==> src/rtl/sector_tag_cache.sv <==
`timescale 1ns/1ps
module sector_tag_cache #(
  parameter int ADDR_W    = 16,
  parameter int SETS      = 4,
  parameter int WAYS      = 2,
  parameter int SECTORS   = 4,
  parameter int SEC_BYTES = 16,
  parameter int DW        = 32
) (
  input  logic                       clk,
  input  logic                       rst_n,
  input  logic                       req_valid,
  output logic                       req_ready,
  input  logic [ADDR_W-1:0]          req_addr,
  input  logic [SECTORS-1:0]         req_mask,
  output logic                       resp_valid,
  output logic [SECTORS*DW-1:0]      resp_data,
  output logic                       fill_req_valid,
  input  logic                       fill_req_ready,
  output logic [ADDR_W-1:0]          fill_req_addr,
  output logic [$clog2(SETS)-1:0]    fill_req_set,
  output logic [$clog2(WAYS)-1:0]    fill_req_way,
  output logic [$clog2(SECTORS)-1:0] fill_req_sector,
  input  logic                       fill_rsp_valid,
  input  logic [$clog2(SETS)-1:0]    fill_rsp_set,
  input  logic [$clog2(WAYS)-1:0]    fill_rsp_way,
  input  logic [$clog2(SECTORS)-1:0] fill_rsp_sector,
  input  logic [DW-1:0]              fill_rsp_data
);
  localparam int SOFF_W = $clog2(SEC_BYTES);
  localparam int SEC_W  = $clog2(SECTORS);
  localparam int OFF_W  = SOFF_W + SEC_W;
  localparam int SET_W  = $clog2(SETS);
  localparam int WAY_W  = $clog2(WAYS);
  localparam int TAG_W  = ADDR_W - OFF_W - SET_W;

  typedef enum logic [1:0] {IDLE, FILL, RESP} st_t;
  st_t st_q;

  logic [TAG_W-1:0]   tag_q [SETS][WAYS];
  logic [SECTORS-1:0] vld_q [SETS][WAYS];
  logic [WAY_W-1:0]   age_q [SETS][WAYS];
  logic [DW-1:0]      dat_q [SETS][WAYS][SECTORS];

  logic [SET_W-1:0]   cur_set;
  logic [WAY_W-1:0]   cur_way;
  logic [SECTORS-1:0] cur_mask, iss_q, wait_q;

  wire [SET_W-1:0] req_set = req_addr[OFF_W +: SET_W];
  wire [TAG_W-1:0] req_tag = req_addr[ADDR_W-1 -: TAG_W];

  logic             hit;
  logic [WAY_W-1:0] hit_way, vic_way;
  always_comb begin
    hit = 1'b0; hit_way = '0; vic_way = '0;
    for (int w = 0; w < WAYS; w++) begin
      if (tag_q[req_set][w] == req_tag && |vld_q[req_set][w]) begin
        hit = 1'b1; hit_way = WAY_W'(w);
      end
      if (age_q[req_set][w] == WAY_W'(WAYS-1)) vic_way = WAY_W'(w);
    end
  end

  wire [WAY_W-1:0]   acc_way  = hit ? hit_way : vic_way;
  wire [SECTORS-1:0] acc_miss = req_mask & (hit ? ~vld_q[req_set][hit_way] : '1);
  wire               accept   = req_valid && req_ready;

  logic [SEC_W-1:0] fill_sec;
  always_comb begin
    fill_sec = '0;
    for (int i = SECTORS-1; i >= 0; i--) if (iss_q[i]) fill_sec = SEC_W'(i);
  end

  assign req_ready       = (st_q == IDLE);
  assign resp_valid      = (st_q == RESP);
  assign fill_req_valid  = (st_q == FILL) && |iss_q;
  assign fill_req_set    = cur_set;
  assign fill_req_way    = cur_way;
  assign fill_req_sector = fill_sec;
  assign fill_req_addr   = {tag_q[cur_set][cur_way], cur_set, fill_sec, {SOFF_W{1'b0}}};

  always_comb begin
    resp_data = '0;
    for (int i = 0; i < SECTORS; i++)
      if (cur_mask[i]) resp_data[i*DW +: DW] = dat_q[cur_set][cur_way][i];
  end

  always_ff @(posedge clk) begin
    if (!rst_n) begin
      st_q <= IDLE;
      cur_set <= '0; cur_way <= '0; cur_mask <= '0; iss_q <= '0; wait_q <= '0;
      for (int s = 0; s < SETS; s++)
        for (int w = 0; w < WAYS; w++) begin
          tag_q[s][w] <= '0; vld_q[s][w] <= '0; age_q[s][w] <= WAY_W'(w);
        end
    end else begin
      case (st_q)
        IDLE: if (accept) begin
          cur_set <= req_set; cur_way <= acc_way; cur_mask <= req_mask;
          iss_q <= acc_miss; wait_q <= acc_miss;
          if (!hit) begin
            tag_q[req_set][acc_way] <= req_tag;
            vld_q[req_set][acc_way] <= '0;
          end
          st_q <= (|acc_miss) ? FILL : RESP;
        end
        FILL: begin
          if (fill_req_valid && fill_req_ready) iss_q[fill_sec] <= 1'b0;
          if (fill_rsp_valid) begin
            vld_q[fill_rsp_set][fill_rsp_way][fill_rsp_sector] <= 1'b1;
            wait_q[fill_rsp_sector] <= 1'b0;
          end
          if (wait_q == '0 && iss_q == '0) st_q <= RESP;
        end
        RESP: begin
          for (int w = 0; w < WAYS; w++)
            if (WAY_W'(w) == cur_way) age_q[cur_set][w] <= '0;
            else if (age_q[cur_set][w] < age_q[cur_set][cur_way])
              age_q[cur_set][w] <= age_q[cur_set][w] + 1'b1;
          st_q <= IDLE;
        end
        default: st_q <= IDLE;
      endcase
    end
  end

  always_ff @(posedge clk)
    if (st_q == FILL && fill_rsp_valid)
      dat_q[fill_rsp_set][fill_rsp_way][fill_rsp_sector] <= fill_rsp_data;

  // a fill never targets a sector that is already present
  assert_fill_absent_R3: assert property (@(posedge clk) disable iff (!rst_n)
    fill_req_valid |-> !vld_q[cur_set][cur_way][fill_req_sector]);

  // an accepted fill is not issued again for the same sector
  assert_single_fill_R3: assert property (@(posedge clk) disable iff (!rst_n)
    (fill_req_valid && fill_req_ready) |=>
      !(fill_req_valid && fill_req_sector == $past(fill_req_sector)));

  // completion only with every requested sector valid
  assert_resp_complete_R2: assert property (@(posedge clk) disable iff (!rst_n)
    resp_valid |-> ((vld_q[cur_set][cur_way] & cur_mask) == cur_mask));

  // no new request is taken between acceptance and completion
  assert_hold_busy_R8: assert property (@(posedge clk) disable iff (!rst_n)
    (req_ready && req_valid) |=> !req_ready);

  function automatic int age_sum(input int s);
    int t = 0;
    for (int w = 0; w < WAYS; w++) t += int'(age_q[s][w]);
    return t;
  endfunction

  for (genvar s = 0; s < SETS; s++) begin : g_lru_chk
    // recency ages of a set stay a permutation
    assert_lru_perm_R7: assert property (@(posedge clk) disable iff (!rst_n)
      age_sum(s) == WAYS*(WAYS-1)/2);
  end
endmodule

==> config.mk <==
export PLATFORM = sky130hd
export DESIGN_NAME = sector_tag_cache
export DESIGN_NICKNAME = d
export VERILOG_FILES = /design/src/rtl/sector_tag_cache.sv
export SDC_FILE = /design/constraint.sdc
export NUM_CORES = 1
export LEC_CHECK = 0
export BUFFER_PORTS_ARGS = -buffer_cell sky130_fd_sc_hd__buf_4
export CORE_UTILIZATION = 30
export DETAILED_ROUTE_END_ITERATION = 12
export SYNTH_ARGS = -nofsm -noshare
export SYNTH_HDL_FRONTEND = slang
export SYNTH_SLANG_ARGS = --single-unit
==> constraint.sdc <==
create_clock -name clk -period 3.8 [get_ports clk]
set_input_delay 0.76 -clock clk [delete_from_list [all_inputs] [get_ports clk]]
set_output_delay 0.76 -clock clk [all_outputs]
set_load 0.005 [all_outputs]
# Yosys cells after proc, flatten, opt, wreduce, memory -nomap -nowiden
# Memories as Yosys holds them, arrays and structs flattened. A register that Yosys moved wholly into a read port is not among the register bits.
# Index checks and enable logic that the tools add are counted.
[word_totals]
ff_bits = 17
latch_bits = 0
ramBits = 1128
mem_bits_ro = 0
input_bits = 62
output_inout_bits = 152
word_cells = 175
mem_count = 4
[op_classes]
addsub = 2
n_mul = 0
div = 0
n_lt_le_gt_ge = 14
n_eq_ne = 8
shifts = 0
mux = 100
bitwise_logic = 13
reduce_logical = 28
[memory_table]
columns = ["name", "words", "word_bits", "read_ports", "rd_clocked_by_memory_dff", "wr", "line", "text"]
rows = [
  ["dat_q", 4, 256, 1, 1, 1, "43", "logic [DW-1:0] dat_q [SETS][WAYS][SECTORS];"],
  ["tag_q", 4, 16, 2, 1, 4, "40", "logic [TAG_W-1:0] tag_q [SETS][WAYS];"],
  ["vld_q", 4, 8, 1, 0, 4, "41", "logic [SECTORS-1:0] vld_q [SETS][WAYS];"],
  ["age_q", 4, 2, 2, 1, 4, "42", "logic [WAY_W-1:0] age_q [SETS][WAYS];"],
]
[op_table]
columns = ["cell", "count"]
rows = [
  ["128-bit 2-to-1 mux", 4],
  ["256-bit 2-to-1 mux", 1],
  ["32-bit 2-to-1 mux", 5],
  ["128-bit demux with 1-bit select", 1],
  ["8-bit 2-to-1 mux", 10],
  ["32-bit demux with 2-bit select", 1],
  ["16-bit 2-to-1 mux", 3],
  ["1-bit 2-to-1 mux", 39],
  ["2-bit 2-to-1 mux", 19],
  ["4-bit 2-to-1 mux", 9],
  ["8-bit == test", 2],
  ["4-bit one-hot mux with 2 select lines", 2],
  ["16-bit OR reduction", 1],
  ["4-bit OR reduction", 4],
  ["8-bit OR reduction", 2],
  ["4-bit bitwise AND", 3],
  ["1-bit logical AND", 12],
  ["4-bit inverter", 3],
  ["4-bit demux with 1-bit select", 2],
  ["8-bit demux with 1-bit select", 1],
  ["2-bit >= comparator (second input constant)", 4],
  ["4-bit logical NOT", 2],
  ["1-bit inverter with 2-bit output", 4],
  ["2-bit by 3-bit less-than comparator with 1-bit output (second input constant)", 2],
  ["19 further kinds", 29],
]

# Longest topological paths before layout
# Gate-level depths: netlist of the first run.
# An unclocked memory read counts as a cell.
[depth]
depth_word = 15
depth_mapped = 11
ltp_nobuf = 7

# Least setup slack after synthesis of the first run
# No wires, ideal clock.
[synth_timing]
kind = "input to register"
start = "in req_addr[6]"
end = "mem tag_q[2][0] (netlist bit), enable pin"
setup_ns = 0.334
arrival_ns = 3.238
required_time_ns = 3.466
setup_slack_ns = 0.228
path_stages = 7
path_buffers = 2
cell_sequence = "buf_6 > buf_2 > mux4_2 > or4_4 > a2111oi_4 > nor3b_4 > nand2b_1"
[synth_lines]
columns = ["element", "line", "text"]
rows = [
  ["start: declaration", "14", "input logic [ADDR_W-1:0] req_addr,"],
  ["end: declaration", "40", ""],
]

==> impl_metrics.env, run 1 <==
export IMPL_outcome="complete, no violations"
export IMPL_ys_warn_count=0
export IMPL_synth_area_leader_cell="edfxtp_1"
export IMPL_yosys_top_cells_area="edfxtp_1 (74%), mux4_2 (15%), mux2i_1 (2.8%)"
export IMPL_max_stage_delay_ns=0.55
export IMPL_synth_top_area_share=0.739
export IMPL_core_area_um2=152000
export IMPL_grt_pass1_vias=22900
export IMPL_dr_pass1_iters=5
export IMPL_routed_via_count=22400
export IMPL_root_buffer="clkbuf_16"
export IMPL_drive_gt1_frac=0.319
export IMPL_n_fill_cell=14100
export IMPL_p_leak_uw=0.0172
export IMPL_worst_hold_path_type="input port to register"
export IMPL_cts_tree="done"
export IMPL_portBuffers=203
export IMPL_path_cells="buf_12 -> buf_12 -> mux4_2 -> mux2i_1 -> nor2b_1 -> buf_4"
export IMPL_finalClockSkew_ns=0.0653
export IMPL_rows=143
export IMPL_grt_pass1_wl_mm=165
export IMPL_antenna_found_initial=6
export IMPL_synth_edff_count=1127
export IMPL_grt_usage=0.149
export IMPL_synth_seq_cells=1147
export IMPL_timing_critical_path_mode_cell="buf_12"
export IMPL_wl_per_cell_um=24.8
export IMPL_synthesis_instances=2221
export IMPL_synth_area_per_cell_um2=20.6
export IMPL_setup_viol_count_final=0
export IMPL_fmax_ghz=0.280
export IMPL_synth_ff_type="edfxtp_1"
export IMPL_cp_slowest_cell="mux4_2"
export IMPL_syn_cell_area_um2=45800
export IMPL_synth_distinct_cells=47
export IMPL_synthArstFlopShare=0
export IMPL_slew_violations=0
export IMPL_viasPerCell=4.82
export IMPL_wirelength_mm=115
export IMPL_drc=0
export IMPL_clock_path_buffers=3
export IMPL_dieWidth_um=393
export IMPL_clk_insertion_delay_late_ns=0.74
export IMPL_grt_ovfl_total=0
export IMPL_place_gp_congestion=0.827
export IMPL_die_h_um=393
export IMPL_hold_viol=0
export IMPL_dieArea_um2=154000
export IMPL_clkSinkCount=1147
export IMPL_period_share=0.940
export IMPL_cp_required_ns=3.04
export IMPL_end_kind="output port"
export IMPL_r2r_setup_slack_ns=0.59
export IMPL_dp_hpwl_mm=69.4
export IMPL_setup_worst_path_start_class="register"
export IMPL_grt_max_degree=49
export IMPL_htreeDepth=3
export IMPL_rsz0062_at_grt="false"
export IMPL_critical_path_class="register to output port"
export IMPL_pin_count=214
export IMPL_drt_iter0_markers=1854
export IMPL_syn_to_final_growth_pct=19.3
export IMPL_worst_slack_ns=0.227
export IMPL_fin_util=0.360
export IMPL_start_util=0.302
export IMPL_max_cap_viol_count=0
export IMPL_finalPower_uw=27300
export IMPL_cts_buffers=112
export IMPL_pre_cts_slack_ns=-0.112
export IMPL_cts_clk_slew_worst_paths_ns=0.06
export IMPL_fin_nets=2584
export IMPL_setup_tns_ns=0
export IMPL_crit_path_max_fanout=32
export IMPL_max_slew_margin_rel=0.289
export IMPL_cellPowerDensity_nw_per_um2=501
export IMPL_ant_nets=0
export IMPL_fin_area_um2=54600
export IMPL_tightest_slew_ns=1.07
export IMPL_seq_area_frac_synth=0.748
export IMPL_dpl_cell_area_um2=51000
export IMPL_peakVddDrop_v=0.000375
export IMPL_fin_crit_ns=3.57
export IMPL_r2r_cells=9
export IMPL_whs_path_depth=3
export IMPL_arrival_ns=2.81
-- layout by cell type, fill, tap and decap left out, drive strengths merged, types with 4 or more instances in the layout --
cell type / netlist / routed
a21boi: 9 / 9
a21oi: 13 / 13
a31oi: 5 / 5
and2: 42 / 42
and3: 37 / 37
buf: 63 / 325
bufinv: 0 / 11
clkbuf: 78 / 144
clkinv: 0 / 46
conb: 1 / 4
dfxtp: 20 / 20
diode: 0 / 5
edfxtp: 1127 / 1127
inv: 5 / 9
mux2: 8 / 8
mux2i: 129 / 129
mux4: 299 / 299
nand2: 46 / 46
nand2b: 12 / 12
nand3: 9 / 9
nand4: 4 / 4
nor2: 81 / 81
nor2b: 138 / 138
o21a: 10 / 10
o21ai: 43 / 43
xnor2: 16 / 16
-- cell families (layout without fill, tap and decap cells) --
group | after synthesis | after routing | share of synthesized area
flip-flops | 1147 | 1147 | 0.748
multiplexers | 436 | 436 | 0.177
AND/OR/NAND/NOR | 384 | 384 | 0.0459
buffers and inverters | 146 | 538 | 0.0133
AO/OA/AOI/OAI | 91 | 91 | 0.0128
XOR/XNOR | 16 | 16 | 0.00306
other | 1 | 9 | 0.0000819
-- synthesized netlist by cell type (12+ instances only) --
library cell,n
a21oi_1,13
and2_1,42
and3_1,37
buf_1,45
clkbuf_1,77
dfxtp_1,20
edfxtp_1,1127
mux2i_1,129
mux4_2,299
nand2_1,46
nand2b_1,12
nor2_1,80
nor2b_1,138
o21ai_0,41
xnor2_1,16
-- sequential cells by signal, summed over array words and instances, names as in the netlist, named ones only --
signal / cells
vld_q: 32
tag_q: 64
iss_q: 4
dat_q: 1024
st_q: 2
fill_req_set: 2
cur_mask: 4
age_q: 8
fill_req_way: 1
wait_q: 4
-- power by group --
| part | internal (uW) | switching [uW] |
|---|---|---|
| clock network | 6240 | 4790 |
| logic | 1010 | 1220 |
| registers | 14000 | 104 |
-- per-stage QoR --
| stage | instances | hold slack, ns |
|---|---|---|
| 5_1_grt | 4647 | 0.394 |
| 3_3_place_gp | 4438 | 0.468 |
| 2_1_floorplan | 2224 | 0.447 |
| 3_5_place_dp | 4438 | 0.489 |
| 4_1_cts | 4646 | 0.369 |
| 6_report | 4651 | 0.424 |
-- cell type report --
cell class	count	area, um^2	share of cell area
clock buffer	144	2940	0.0539
multi-input combinational	931	11200	0.205
antenna	5	12.5	0.000229
sequential	1147	34300	0.627
inverter	5	18.8	0.000344
tap	2030	2540	0.0465
clock inverter	64	687	0.0126
timing repair buffer	325	2980	0.0545
-- critical path: cells and delay by family (launching register included) --
family	cells	cell delay [ns]
mux	2	0.87
buf+inv	3	0.70
simple gates	1	0.13
flops	1	0.37
-- timing repair --
action	4_1_cts	5_1_grt
setup buffers	0	0
setup endpoints to repair	0	1
resized for setup	0	1
hold buffers	0	0
hold endpoints to repair	0	0
-- per-layer routing --
| metal | up-vias | GRT usage | share of wire |
|---|---|---|---|
| li1 | 9647 | - | - |
| met4 | 4 | 0.0323 | 0.017 |
| met3 | 135 | 0.0422 | 0.079 |
| met2 | 679 | 0.237 | 0.47 |
| met5 | - | 0 | 0.00014 |
| met1 | 12000 | 0.203 | 0.43 |
-- final timing paths --
kind	startpoint	end
worst max-delay path	register	resp_data[98]
worst min-delay path	req_mask[1]	cur_mask[1]
worst max register to register	vld_q[2][3]	tag_q[0][12]
worst min register to register	age_q[2][1]	age_q[2][1]
Power figures use the tool's default switching activity.
==> run 2, diff against run 1 <==
--- a/config.mk
+++ b/config.mk
@@ -5,6 +5,7 @@
 export SDC_FILE = /design/constraint.sdc
 export NUM_CORES = 1
 export LEC_CHECK = 0
+export ABC_AREA = 1
 export BUFFER_PORTS_ARGS = -buffer_cell sky130_fd_sc_hd__buf_4
 export CORE_UTILIZATION = 30
 export DETAILED_ROUTE_END_ITERATION = 12
==> impl_metrics.env, run 2 <==
export IMPL_outcome="complete, no violations"
export IMPL_end_kind="output port"
export IMPL_hold_viol=0
export IMPL_viasPerCell=5.06
export IMPL_wl_per_cell_um=21.6
export IMPL_largest_reg_flops=1024
export IMPL_dieWidth_um=395
export IMPL_peakVddDrop_v=0.000402
export IMPL_grt_usage=0.167
export IMPL_grt_use_met2=0.266
export IMPL_root_buffer="clkbuf_16"
export IMPL_p_leak_uw=0.0183
export IMPL_yosys_top_cells_area="edfxtp_1 (73%), nor2_1 (7.9%), o21ai_0 (7.6%)"
export IMPL_cp_required_ns=3.04
export IMPL_seq_area_frac_synth=0.738
export IMPL_slew_violations=0
export IMPL_antenna_found_initial=11
export IMPL_clkSinkCount=1147
export IMPL_cts_buffers=115
export IMPL_drive_gt1_frac=0.139
export IMPL_grt_pass1_wl_mm=195
export IMPL_layout_common_cells="edfxtp_1 (1127), nor2_1 (943), o21ai_0 (701), buf_4 (300), nand2_1 (272)"
export IMPL_synth_top_area_share=0.729
export IMPL_dr_pass1_iters=7
export IMPL_grt_busiest_layer="met2"
export IMPL_synth_area_per_cell_um2=12.0
export IMPL_max_slew_margin_rel=0.365
export IMPL_portBuffers=203
export IMPL_cp_slowest_cell="a31oi_1"
export IMPL_fin_crit_ns=3.75
export IMPL_cellPowerDensity_nw_per_um2=524
export IMPL_period_share=0.987
export IMPL_timing_critical_path_mode_cell="o21ai_0"
export IMPL_grt_pass1_vias=30000
export IMPL_path_cells="buf_16 -> o21ai_0 -> o22ai_1 -> o21ai_0 -> a31oi_1 -> buf_4"
export IMPL_max_cap_viol_count=0
export IMPL_synth_distinct_cells=36
export IMPL_clock_path_buffers=3
export IMPL_grt_ovfl_total=0
export IMPL_hold_slack_ns=0.352
export IMPL_cts_tree="done"
export IMPL_tightest_slew_ns=0.950
export IMPL_synthArstFlopShare=0
export IMPL_fin_nets=4106
export IMPL_synth_seq_cells=1147
export IMPL_synth_area_leader_cell="edfxtp_1"
export IMPL_crit_path_max_fanout=117
export IMPL_dp_hpwl_mm=75.5
export IMPL_htreeDepth=3
export IMPL_largest_register="dat_q"
export IMPL_rsz0062_at_grt="true"
export IMPL_grt_max_degree=118
export IMPL_cts_clk_slew_worst_paths_ns=0.06
export IMPL_finalClockSkew_ns=0.0396
export IMPL_synth_edff_count=1127
export IMPL_core_area_um2=153000
export IMPL_fmax_ghz=0.267
export IMPL_ant_nets=0
export IMPL_place_gp_congestion=0.839
export IMPL_drc=0
export IMPL_rows=143
export IMPL_use_met1=0.227
export IMPL_clk_insertion_delay_late_ns=0.76
export IMPL_routed_via_count=31200
export IMPL_setup_viol_count_final=0
export IMPL_arrival_ns=2.99
export IMPL_reg_top3="dat_q x1024, tag_q x64, vld_q x32"
export IMPL_synthTopCellsByCount="edfxtp_1 (1127), nor2_1 (975), o21ai_0 (701)"
export IMPL_finalPower_uw=28700
export IMPL_max_stage_delay_ns=0.54
export IMPL_use_met3=0.0344
export IMPL_pin_count=214
export IMPL_ys_warn_count=0
export IMPL_final_common_cell="edfxtp_1"
export IMPL_synthesis_instances=3853
export IMPL_synth_ff_type="edfxtp_1"
export IMPL_syn_cell_area_um2=46400
export IMPL_setup_worst_path_start_class="register"
export IMPL_cts_hold_buf=0
export IMPL_dieArea_um2=156000
export IMPL_worst_hold_path_type="input port to register"
export IMPL_syn_to_final_growth_pct=18.0
export IMPL_critical_path_class="register to output port"
export IMPL_synth_most_common_cell="edfxtp_1"
export IMPL_wirelength_mm=133
export IMPL_die_h_um=395
export IMPL_start_util=0.304
export IMPL_drt_iter0_markers=2993
-- run 2: changes by cell type after synthesis, moves of 46 or more --
| cell | before | now |
|---|---|---|
| o21ai_0 | 41 | 701 |
| inv_1 | 5 | 51 |
| nor2_1 | 80 | 975 |
| mux4_2 | 299 | 0 |
| nand3_1 | 9 | 73 |
| nor2b_1 | 138 | 0 |
| mux2i_1 | 129 | 0 |
| a31oi_1 | 5 | 143 |
| nand2_1 | 46 | 272 |
| o22ai_1 | 0 | 134 |
| clkbuf_1 | 77 | 231 |
-- run 2: stage by stage --
| step | utilization | std cells | TNS [ns] | area, um^2 | setup WS [ns] |
|---|---|---|---|---|---|
| after global placement | 0.333 | 5951 | 0 | 50900 | 0.480 |
| after global routing | 0.358 | 6161 | -0.134 | 54700 | -0.0525 |
| final | 0.358 | 6162 | 0 | 54700 | 0.0477 |
| after detailed placement | 0.333 | 5951 | 0 | 50900 | 0.452 |
| after CTS | 0.358 | 6161 | 0 | 54600 | 0.00495 |
| after floorplan | - | 3856 | 0 | 46400 | 0.552 |
-- run 2: metal layers --
metal / share of wire / wire (um)
met1: 0.42 / 56300
met3: 0.082 / 11000
met5: 0.000097 / 13
met4: 0.027 / 3610
met2: 0.47 / 62400
-- run 2: area by class of cell --
type	instances	area (um^2)
clock inverters	72	633
flip-flops and latches	1147	34300
diodes	1	2.50
fillers	14800	98100
multi-input cells	2386	11200
clock buffers	132	2940
repair buffers	329	2890
inverters	65	283
well taps	2030	2540
-- run 2: power by group --
group	switching (uW)	leakage, uW	internal (uW)	total [uW]
Clock	4910	0.00174	5960	10900
Sequential	71.1	0.0104	14000	14100
Combinational	2550	0.00608	1180	3730
-- run 2: kinds of logic (layout without fill, tap and decap cells) --
kind of cell / Yosys count / after routing / share of synthesized area
other: 1 / 5 / 0.0000808
AND/OR/NAND/NOR: 1357 / 1357 / 0.115
AO/OA/AOI/OAI: 1025 / 1025 / 0.119
flip-flops: 1147 / 1147 / 0.738
buffers and inverters: 323 / 598 / 0.0284
-- run 2: critical path: cells and delay by family, from the launching register on --
family,cells,cell delay (ns)
AOI/OAI and AO/OA,4,1.06
DFF,1,0.47
buffers and inverters,2,0.70
-- run 2: worst paths after layout --
| kind | from | cells after the start | endpoint | slack, ns |
|---|---|---|---|---|
| max | register | 6 | resp_data[0] | 0.05 |
| min | req_valid | 3 | st_q[1] | 0.35 |
| max reg2reg | st_q[0] | 10 | vld_q[1][5] | 0.95 |
| min reg2reg | age_q[2][1] | 2 | age_q[2][1] | 0.49 |
-- run 2: repair_timing --
item                       in CTS  in global routing
gates cloned                    2                  0
gates resized for setup        12                 15
setup endpoints to repair      32                 19
setup buffers                   4                  0
